<file path="config.mk">
export PLATFORM = sky130hd
export DESIGN_NAME = irq_entry_seq
export DESIGN_NICKNAME = d
export VERILOG_FILES = /design/src/rtl/irq_seq_pkg.sv /design/src/rtl/irq_src_arb.sv /design/src/rtl/irq_mem_port.sv /design/src/rtl/irq_entry_seq.sv
export SDC_FILE = /design/constraint.sdc
export NUM_CORES = 1
export LEC_CHECK = 0
export ABC_AREA = 1
export BUFFER_PORTS_ARGS = -buffer_cell sky130_fd_sc_hd__buf_2
export CORE_AREA = 2 2 138 140
export DETAILED_ROUTE_END_ITERATION = 8
export DIE_AREA = 0 0 140 142
export GPL_ROUTABILITY_DRIVEN = 0
export PLACE_DENSITY_LB_ADDON = 0.3
export SKIP_CTS_REPAIR_TIMING = 1
export SLEW_MARGIN = 20
export SYNTH_ARGS = -nofsm -noshare
export SYNTH_HDL_FRONTEND = slang
export SYNTH_SLANG_ARGS = --single-unit
</file>
<file path="constraint.sdc">
create_clock -name clk -period 2.35 [get_ports clk]
set_input_delay 0.1175 -clock clk [delete_from_list [all_inputs] [get_ports clk]]
set_output_delay 0.1175 -clock clk [all_outputs]
set_load 0.05 [all_outputs]
</file>
<file path="src/rtl/irq_seq_pkg.sv">
package irq_seq_pkg;
  parameter int WORD_W  = 16;
  parameter int PADDR_W = 20;
  parameter int TYPE_W  = 8;
  parameter int IF_BIT  = 9;
  parameter int TF_BIT  = 8;
  localparam int SEG_SHIFT = PADDR_W - WORD_W;

  typedef logic [WORD_W-1:0]  word_t;
  typedef logic [PADDR_W-1:0] paddr_t;
  typedef logic [TYPE_W-1:0]  vtype_t;

  localparam word_t  WSTEP     = word_t'(2);
  localparam vtype_t NMI_TYPE  = vtype_t'(2);
  localparam vtype_t TRAP_TYPE = vtype_t'(1);

  typedef enum logic [3:0] {
    S_IDLE, S_ACK, S_PSH_FL, S_PSH_CS, S_PSH_IP,
    S_VEC_LO, S_VEC_HI, S_VEC_LD,
    S_POP_IP, S_POP_CS, S_POP_FL, S_POP_LD, S_DONE
  } seq_state_e;

  // segment:offset to physical byte address
  function automatic paddr_t seg_addr(word_t seg, word_t off);
    return {seg, {SEG_SHIFT{1'b0}}} + paddr_t'(off);
  endfunction

  // vector table word address: type*4, +2 for the segment half
  function automatic paddr_t vec_addr(vtype_t t, logic hi);
    return paddr_t'({t, hi, 1'b0});
  endfunction

  function automatic word_t mask_entry_flags(word_t f);
    word_t r;
    r = f;
    r[IF_BIT] = 1'b0;
    r[TF_BIT] = 1'b0;
    return r;
  endfunction
endpackage

</file>
<file path="src/rtl/irq_src_arb.sv">
module irq_src_arb (
  input  logic clk,
  input  logic rst_n,
  input  logic evaluate,
  input  logic nmi,
  input  logic intr,
  input  logic if_flag,
  input  logic tf_flag,
  output logic take_nmi,
  output logic take_intr,
  output logic take_trap,
  output logic nmi_pend
);
  logic nmi_q;
  logic intr_ok;

  always_ff @(posedge clk) begin
    if (!rst_n) begin
      nmi_q    <= 1'b0;
      nmi_pend <= 1'b0;
    end else begin
      nmi_q    <= nmi;
      nmi_pend <= (nmi_pend & ~take_nmi) | (nmi & ~nmi_q);
    end
  end

  always_comb begin
    intr_ok   = intr & if_flag;
    take_nmi  = evaluate & nmi_pend;
    take_intr = evaluate & ~nmi_pend & intr_ok;
    take_trap = evaluate & ~nmi_pend & ~intr_ok & tf_flag;
  end
endmodule

</file>
<file path="src/rtl/irq_mem_port.sv">
module irq_mem_port
  import irq_seq_pkg::*;
(
  input  seq_state_e state,
  input  word_t      ss,
  input  word_t      sp,
  input  vtype_t     vtype,
  input  word_t      fl,
  input  word_t      cs,
  input  word_t      ip,
  output logic       req,
  output logic       we,
  output paddr_t     addr,
  output word_t      wdata
);
  word_t sp_dec;

  always_comb begin
    sp_dec = sp - WSTEP;
    req    = 1'b0;
    we     = 1'b0;
    addr   = '0;
    wdata  = '0;
    case (state)
      S_PSH_FL: begin req = 1'b1; we = 1'b1; addr = seg_addr(ss, sp_dec); wdata = fl; end
      S_PSH_CS: begin req = 1'b1; we = 1'b1; addr = seg_addr(ss, sp_dec); wdata = cs; end
      S_PSH_IP: begin req = 1'b1; we = 1'b1; addr = seg_addr(ss, sp_dec); wdata = ip; end
      S_VEC_LO: begin req = 1'b1; addr = vec_addr(vtype, 1'b0); end
      S_VEC_HI: begin req = 1'b1; addr = vec_addr(vtype, 1'b1); end
      S_POP_IP, S_POP_CS, S_POP_FL: begin req = 1'b1; addr = seg_addr(ss, sp); end
      default: ;
    endcase
  end
endmodule

</file>
<file path="src/rtl/irq_entry_seq.sv">
module irq_entry_seq
  import irq_seq_pkg::*;
(
  input  logic                clk,
  input  logic                rst_n,
  input  logic                boundary,
  input  logic                iret_req,
  input  logic                nmi,
  input  logic                intr,
  output logic                inta,
  input  logic [TYPE_W-1:0]   irq_type,
  input  logic [WORD_W-1:0]   flags_in,
  input  logic [WORD_W-1:0]   cs_in,
  input  logic [WORD_W-1:0]   ip_in,
  input  logic [WORD_W-1:0]   ss_in,
  input  logic [WORD_W-1:0]   sp_in,
  output logic                mem_req,
  output logic                mem_we,
  output logic [PADDR_W-1:0]  mem_addr,
  output logic [WORD_W-1:0]   mem_wdata,
  input  logic [WORD_W-1:0]   mem_rdata,
  output logic                busy,
  output logic                done,
  output logic [WORD_W-1:0]   flags_out,
  output logic [WORD_W-1:0]   cs_out,
  output logic [WORD_W-1:0]   ip_out,
  output logic [WORD_W-1:0]   sp_out
);
  seq_state_e state;
  word_t  fl_q, cs_q, ip_q, sp_q, ss_q;
  vtype_t type_q;

  // named events for the checker
  logic idle, evaluate, take_nmi, take_intr, take_trap, take_any, nmi_pend, if_now, ret_start;

  assign idle      = (state == S_IDLE);
  assign evaluate  = idle & boundary & ~iret_req;
  assign ret_start = idle & iret_req;
  assign if_now    = flags_in[IF_BIT];
  assign take_any  = take_nmi | take_intr | take_trap;

  irq_src_arb u_arb (
    .clk(clk), .rst_n(rst_n), .evaluate(evaluate), .nmi(nmi), .intr(intr),
    .if_flag(if_now), .tf_flag(flags_in[TF_BIT]),
    .take_nmi(take_nmi), .take_intr(take_intr), .take_trap(take_trap), .nmi_pend(nmi_pend)
  );

  irq_mem_port u_port (
    .state(state), .ss(ss_q), .sp(sp_q), .vtype(type_q),
    .fl(fl_q), .cs(cs_q), .ip(ip_q),
    .req(mem_req), .we(mem_we), .addr(mem_addr), .wdata(mem_wdata)
  );

  always_ff @(posedge clk) begin
    if (!rst_n) begin
      state  <= S_IDLE;
      fl_q   <= '0;
      cs_q   <= '0;
      ip_q   <= '0;
      sp_q   <= '0;
      ss_q   <= '0;
      type_q <= '0;
    end else begin
      case (state)
        S_IDLE: begin
          if (ret_start) begin
            sp_q  <= sp_in;
            ss_q  <= ss_in;
            state <= S_POP_IP;
          end else if (take_any) begin
            fl_q   <= flags_in;
            cs_q   <= cs_in;
            ip_q   <= ip_in;
            sp_q   <= sp_in;
            ss_q   <= ss_in;
            type_q <= take_nmi ? NMI_TYPE : TRAP_TYPE;
            state  <= take_intr ? S_ACK : S_PSH_FL;
          end
        end
        S_ACK: begin
          type_q <= irq_type;
          state  <= S_PSH_FL;
        end
        S_PSH_FL: begin
          sp_q  <= sp_q - WSTEP;
          fl_q  <= mask_entry_flags(fl_q);
          state <= S_PSH_CS;
        end
        S_PSH_CS: begin sp_q <= sp_q - WSTEP; state <= S_PSH_IP; end
        S_PSH_IP: begin sp_q <= sp_q - WSTEP; state <= S_VEC_LO; end
        S_VEC_LO: state <= S_VEC_HI;
        S_VEC_HI: begin ip_q <= mem_rdata; state <= S_VEC_LD; end
        S_VEC_LD: begin cs_q <= mem_rdata; state <= S_DONE; end
        S_POP_IP: begin sp_q <= sp_q + WSTEP; state <= S_POP_CS; end
        S_POP_CS: begin ip_q <= mem_rdata; sp_q <= sp_q + WSTEP; state <= S_POP_FL; end
        S_POP_FL: begin cs_q <= mem_rdata; sp_q <= sp_q + WSTEP; state <= S_POP_LD; end
        S_POP_LD: begin fl_q <= mem_rdata; state <= S_DONE; end
        S_DONE:   state <= S_IDLE;
        default:  state <= S_IDLE;
      endcase
    end
  end

  assign inta      = (state == S_ACK);
  assign busy      = ~idle;
  assign done      = (state == S_DONE);
  assign flags_out = fl_q;
  assign cs_out    = cs_q;
  assign ip_out    = ip_q;
  assign sp_out    = sp_q;
endmodule

</file>
== Word-level counts from Yosys, hierarchy flattened ==
Index checks and enable logic that the tools add are counted.

* Bitwise gates (word level): 21
* Reductions and logical operators: 21
* Add/sub/neg operators: 4
* Muxes and demuxes: 26
* Eq/ne operators: 15

{| class="wikitable"
|+ Operators with widths
! cell !! number
|-
| $mux W16 || 10
|-
| $pmux W16 S3 || 3
|-
| $pmux W20 S4 || 1
|-
| $pmux W16 S2 || 2
|-
| $pmux W4 S11 || 1
|-
| $add A20 B16 Y20 || 2
|-
| $eq A4 B4 Y1 const B || 5
|-
| $add A16 B2 Y16 const B || 1
|-
| $eq A4 B3 Y1 const B || 4
|-
| $mux W8 || 2
|-
| $pmux W8 S2 || 1
|-
| $sub A16 B2 Y16 const B || 1
|-
| $reduce_and A3 Y1 || 4
|-
| $and A1 B1 Y1 || 11
|-
| $reduce_bool A2 Y1 || 5
|-
| $eq A4 B2 Y1 const B || 2
|-
| $mux W4 || 2
|-
| $reduce_or A8 Y1 || 1
|-
| $not A1 Y1 || 7
|-
| $reduce_bool A3 Y1 || 2
|-
| $reduce_or A2 Y1 || 3
|-
| $reduce_or A3 Y1 || 2
|-
| $eq A4 B1 Y1 const B || 1
|-
| $logic_not A4 Y1 || 1
|-
| other kinds (8) || 13
|}

* Register bits after elaboration: 94
* Input bits: 110
* Output and inout port bits: 105

== Depth between registers and ports, before layout ==
* Depth in word-level cells: 10
* Gate-level depth with buffers: 18
* Gate-level depth less buffers: 18

== Modules after synthesis ==
Synthesis repeated with hierarchy kept, for this count alone.

* Cell total of the unflattened synthesis: 1116
* Area total of the unflattened synthesis: 6696.4 um2

{| class="wikitable"
|+ By module, submodules not included
! module !! cells an instance !! area each (um2) !! times used
|-
| irq_entry_seq || 744 || 4872.2 || 1
|-
| irq_mem_port || 355 || 1725.4 || 1
|-
| irq_src_arb || 17 || 98.8 || 1
|}

== Least setup slack after synthesis ==
Ideal clock, no wire load.

* Path type: register to output
* Start: register sp_q[1], in the netlist sp_out[1]
* End: output mem_addr[8]
* Stages on the path, launching flop included: 14
* Buffers on the path: 0
* Setup slack: -1.424 ns
* Arrival time: 3.656 ns
* Data required time: 2.233 ns
* Path through: dfxtp_1 -> clkinv_1 -> ha_1 -> nand2_1 -> inv_1 -> nand2_1 -> nand2_1 -> nand2_1 -> o21ai_0 -> fa_1 -> nand3_1 -> nand2_1 -> xnor2_1 -> o21ai_0

* Cells in the longest elaborated chain, start to end: 3
* Elaborated cells between the ends (all ways): 4

{| class="wikitable"
|+ Ends and longest elaborated chain
! item !! RTL line !! RTL
|-
| start, declared || irq_entry_seq.sv:30 || <nowiki>word_t fl_q, cs_q, ip_q, sp_q, ss_q;</nowiki>
|-
| start signal, assigned || irq_entry_seq.sv:67 || <nowiki>sp_q <= sp_in;</nowiki>
|-
| start signal, assigned || irq_entry_seq.sv:74 || <nowiki>sp_q <= sp_in;</nowiki>
|-
| start signal, assigned || irq_entry_seq.sv:85 || <nowiki>sp_q <= sp_q - WSTEP;</nowiki>
|-
| $sub A16 B2 Y16 || irq_mem_port.sv:19 || <nowiki>sp_dec = sp - WSTEP;</nowiki>
|-
| $add A20 B16 Y20 || irq_seq_pkg.sv:25 || <nowiki>return {seg, {SEG_SHIFT{1'b0}}} + paddr_t'(off);</nowiki>
|-
| $pmux W20 S4 (*) || irq_mem_port.sv:24 || <nowiki>case (state)</nowiki>
|-
| end, declared || irq_entry_seq.sv:19 || <nowiki>output logic [PADDR_W-1:0] mem_addr,</nowiki>
|}

Every way passes the cells marked *; elsewhere a longest branch is shown, timed or not.

== Worst setup path after layout ==
* Start: register sp_q[4], in the netlist sp_out[4]
* End: output mem_addr[16]

Same word-level chain as after synthesis.

==> results.txt <==
The via density per instance is 5.25. Timing analysis after detailed placement gives a worst setup slack of -0.299 ns. The number of optimization iterations in the first detailed-route pass came out at 9.

The fraction of the mapped netlist area in simple logic gates came out at 41.5%. Of the cells placed in the final design, the portion with a size suffix greater than 1 is 41.5%. The average instance area after synthesis came out at 5.95 sq um. The final reports fail on DRC, hold timing, setup timing. The cell sitting at the root of the clock tree is a sky130_fd_sc_hd__clkbuf_16. The detailed placer's ending HPWL came out at 19,000 um. The fraction of the yosys area taken by sequential cells is 29.5%.

The number of antenna violations at the first check in global routing is 2. The share of cell area taken by muxes after synthesis is 0%. In this run, the number of DRC markers left after iteration 0 of detailed routing was 488. The post-synthesis register bit count came out at 94. The wire length reported by the detailed router is 27,400 um. The global-route usage over all layers is 25.0%. In this run the standard cell core region covers 18,500 sq um. After routing the design area is 10,100 sq um. In this run the tightest slew margin relative to its limit is 55.8%.

Traced cell by cell, the critical path runs through nor2_4 -> buf_6 -> nand2_4 -> o21ai_1 -> nand3_2 -> o21ai_4 -> ha_4 -> a21oi_4 -> o21ai_2 -> nand2_1 -> nand3_2 -> nand2_2 -> nand2_2 -> nor2_4 -> buf_6. The final core area utilization came out at 54.9%. The number of buffers between clock root and the deepest sink is 2. The max-slew violation count was 0.

The clock sink total is 94. The cell at the slowest stage of the critical path is sky130_fd_sc_hd__dfxtp_4. The gate count after technology mapping is 1,072. The number of routed nets with antenna violations is 0.

The number of enable-type register cells in the synthesized netlist is 0. Dividing total power by cell area gives a power density of 1690 nW/um^2. The total global routing overflow came out at 0.

The number of I/O pins came out at 215. The number of H-tree levels is 3. The number of buffers inserted during clock tree synthesis came out at 9. The final worst-path cycle share is 119%. The peak supply drop is 0.644 mV. The chip height came out at 142 um. The post-place instance area came out at 8640 sq um. The critical path required time is 2.23 ns. Clock-pin slew was measured on the worst setup and hold paths at 0.08 ns. The first global-routing pass estimated 39,400 um of wire. The highest achievable clock rate came out at 357 MHz. The later pin in the worst-skew pair is clocked with a latency of 0.36 ns. For the pin with the worst max-slew slack, the measured transition is 0.662 ns.

The endpoint class of the critical path is an output port. The count of unresolved DRC violations after routing is 8. The number of cell rows came out at 50. The effective utilization at floorplan is 34.5%. The synthesized-area fraction occupied by adder cells is 3.06%.

The worst hold slack across all endpoints came out at -0.0173 ns. The number of global-route vias before repair is 7,578. After layout, the worst setup slack is -0.447 ns.

The flow ran to the end, but the final reports show violations. Compared with the post-synthesis result, the final layout area differs by 59.0%. The leakage power summed over all cells came out at 5.03 nW.

Across the run, the number of max-cap violations was 0. The delay of the slowest critical-path stage is 0.38 ns. STA classifies the critical path startpoint as a register.

The number of hold violations in the final report is 4. After the last flow step, the layout net total stands at 1,512. Setup repair after global routing could not meet its margin everywhere.

After synthesis, the largest family of logic cells by area is simple AND/OR/NAND/NOR gates. The largest clock skew in the final design came out at 0.00792 ns. At the worst endpoint, the arrival time is 2.68 ns. In this run the worst path has a maximum fanout of 6. Summing the areas of all compound-gate instances in the mapped netlist gives 16.7% of the synthesized area. The sum of internal, switching and leakage power is 17.2 mW.

The worst min-delay path category is input pin to register. The xor-xnor portion of the synthesized cell area came out at 0.687%. The overall die width is 140 um. Counting every net in the synthesized netlist gives 1,197. Setup violations remaining at the end of the flow were counted as 15.

The average wire per standard cell is 16.9 um. The detailed-route via count is 8,543. The warning count from the yosys run is 0. The largest net degree at the start of global routing came out at 61.

The worst setup path is of the register to output port kind. The total standard cell area after synthesis came out at 6380 sq um. The clock period minus worst slack came out at 2.80 ns. The number of distinct standard cells referenced by the synthesized netlist came out at 42. The die area came out at 19,900 sq um. The total of buffers placed on input and output ports is 214. The share of flip-flops with an asynchronous set or reset came out at 0%. TritonCTS built the clock tree. The main flop type after synthesis is sky130_fd_sc_hd__dfxtp_1.
-- where the power goes --
group,leakage [nW],switching [mW],internal [mW]
combinational,4.10,7.96,4.94
sequential,0.780,0.518,2.12
clock,0.153,0.757,0.856
total,5.03,9.24,7.91
-- layout by cell type (no fill, tap or decap), drive strengths merged, types with 2 or more instances in the layout --
master and count:
buf 345, nand2 296, nor2 219, o21ai 124
nand3 105, dfxtp 94, inv 87, a21oi 39
a22o 18, ha 14, clkbuf 10, nand4 8
xnor2 4, o211ai 3, and2 3, clkinv 3
o21a 2, nand3b 2, a31oi 2, dlygate4sd3 2
a21o 2, nor3 2
-- critical path, delay by kind of cell (launching register included) --
kind                       cells  cell delay, ns
DFF                            1            0.38
AOI/OAI and AO/OA              4            0.63
and+or+nand+nor                8            0.76
buffers and inverters          2            0.28
adders and majority gates      1            0.26
-- cell usage after synthesis (all sizes together) (3+ instances only) --
cell	number	area (sq um)
nand2	294	1140
nor2	219	857
o21ai	124	624
nand3	105	526
dfxtp	94	1880
inv	83	312
a21oi	39	195
buf	26	149
clkbuf	20	76.3
a22o	18	158
ha	14	175
nand4	8	56.3
xnor2	4	35.0
and2	3	18.8
o211ai	3	22.5
-- metal layers --
metal | GRT usage, % | up-vias | part of all wire (%)
met5 | 0 | - | 0.047
met4 | 9.36 | 2 | 4.1
met3 | 5.05 | 89 | 7.8
met2 | 44.6 | 427 | 49
met1 | 29.8 | 3911 | 39
li1 | - | 4114 | -
-- state kept, by name (all words and copies together) (netlist names) --
name	count
u_arb.nmi_q	1
ip_out	16
ss_q	16
u_arb.nmi_pend	1
type_q	8
flags_out	16
state	4
cs_out	16
sp_out	16
-- worst paths after layout --
check,start,endpoint,slack [ns],cells after the start
max,sp_out[4],mem_addr[16],-0.45,15
min,sp_in[0],sp_out[0],-0.02,3
max reg2reg,state[3],sp_out[14],0.24,14
min reg2reg,u_arb.nmi_q,u_arb.nmi_pend,0.43,1
-- kinds of logic after synthesis --
| kind of cell | Yosys count |
|---|---|
| and+or+nand+nor | 634 |
| AOI/OAI and AO/OA | 193 |
| buffers and inverters | 131 |
| DFF | 94 |
| adders and majority gates | 15 |
| xor gates and xnor gates | 5 |
-- per-stage QoR --
| stage | cells | setup TNS [ns] |
|---|---|---|
| after floorplan | 1072 | -1.02 |
| after global placement | 1578 | -3.07 |
| after global routing | 1627 | -7.11 |
| final | 1627 | -5.34 |
| after detailed placement | 1578 | -3.20 |
| after CTS | 1594 | -9.09 |
-- area by class of cell --
cell class | instances | area [sq um]
inverter | 85 | 330
sequential | 94 | 1930
clock buffer | 9 | 225
multi-input combinational | 849 | 4980
clock inverter | 7 | 91.3
tap | 234 | 293
timing repair buffer | 348 | 2290
fill | 1749 | 8320
antenna | 1 | 2.50
No activity file was read; power rests on OpenSTA's default activity.
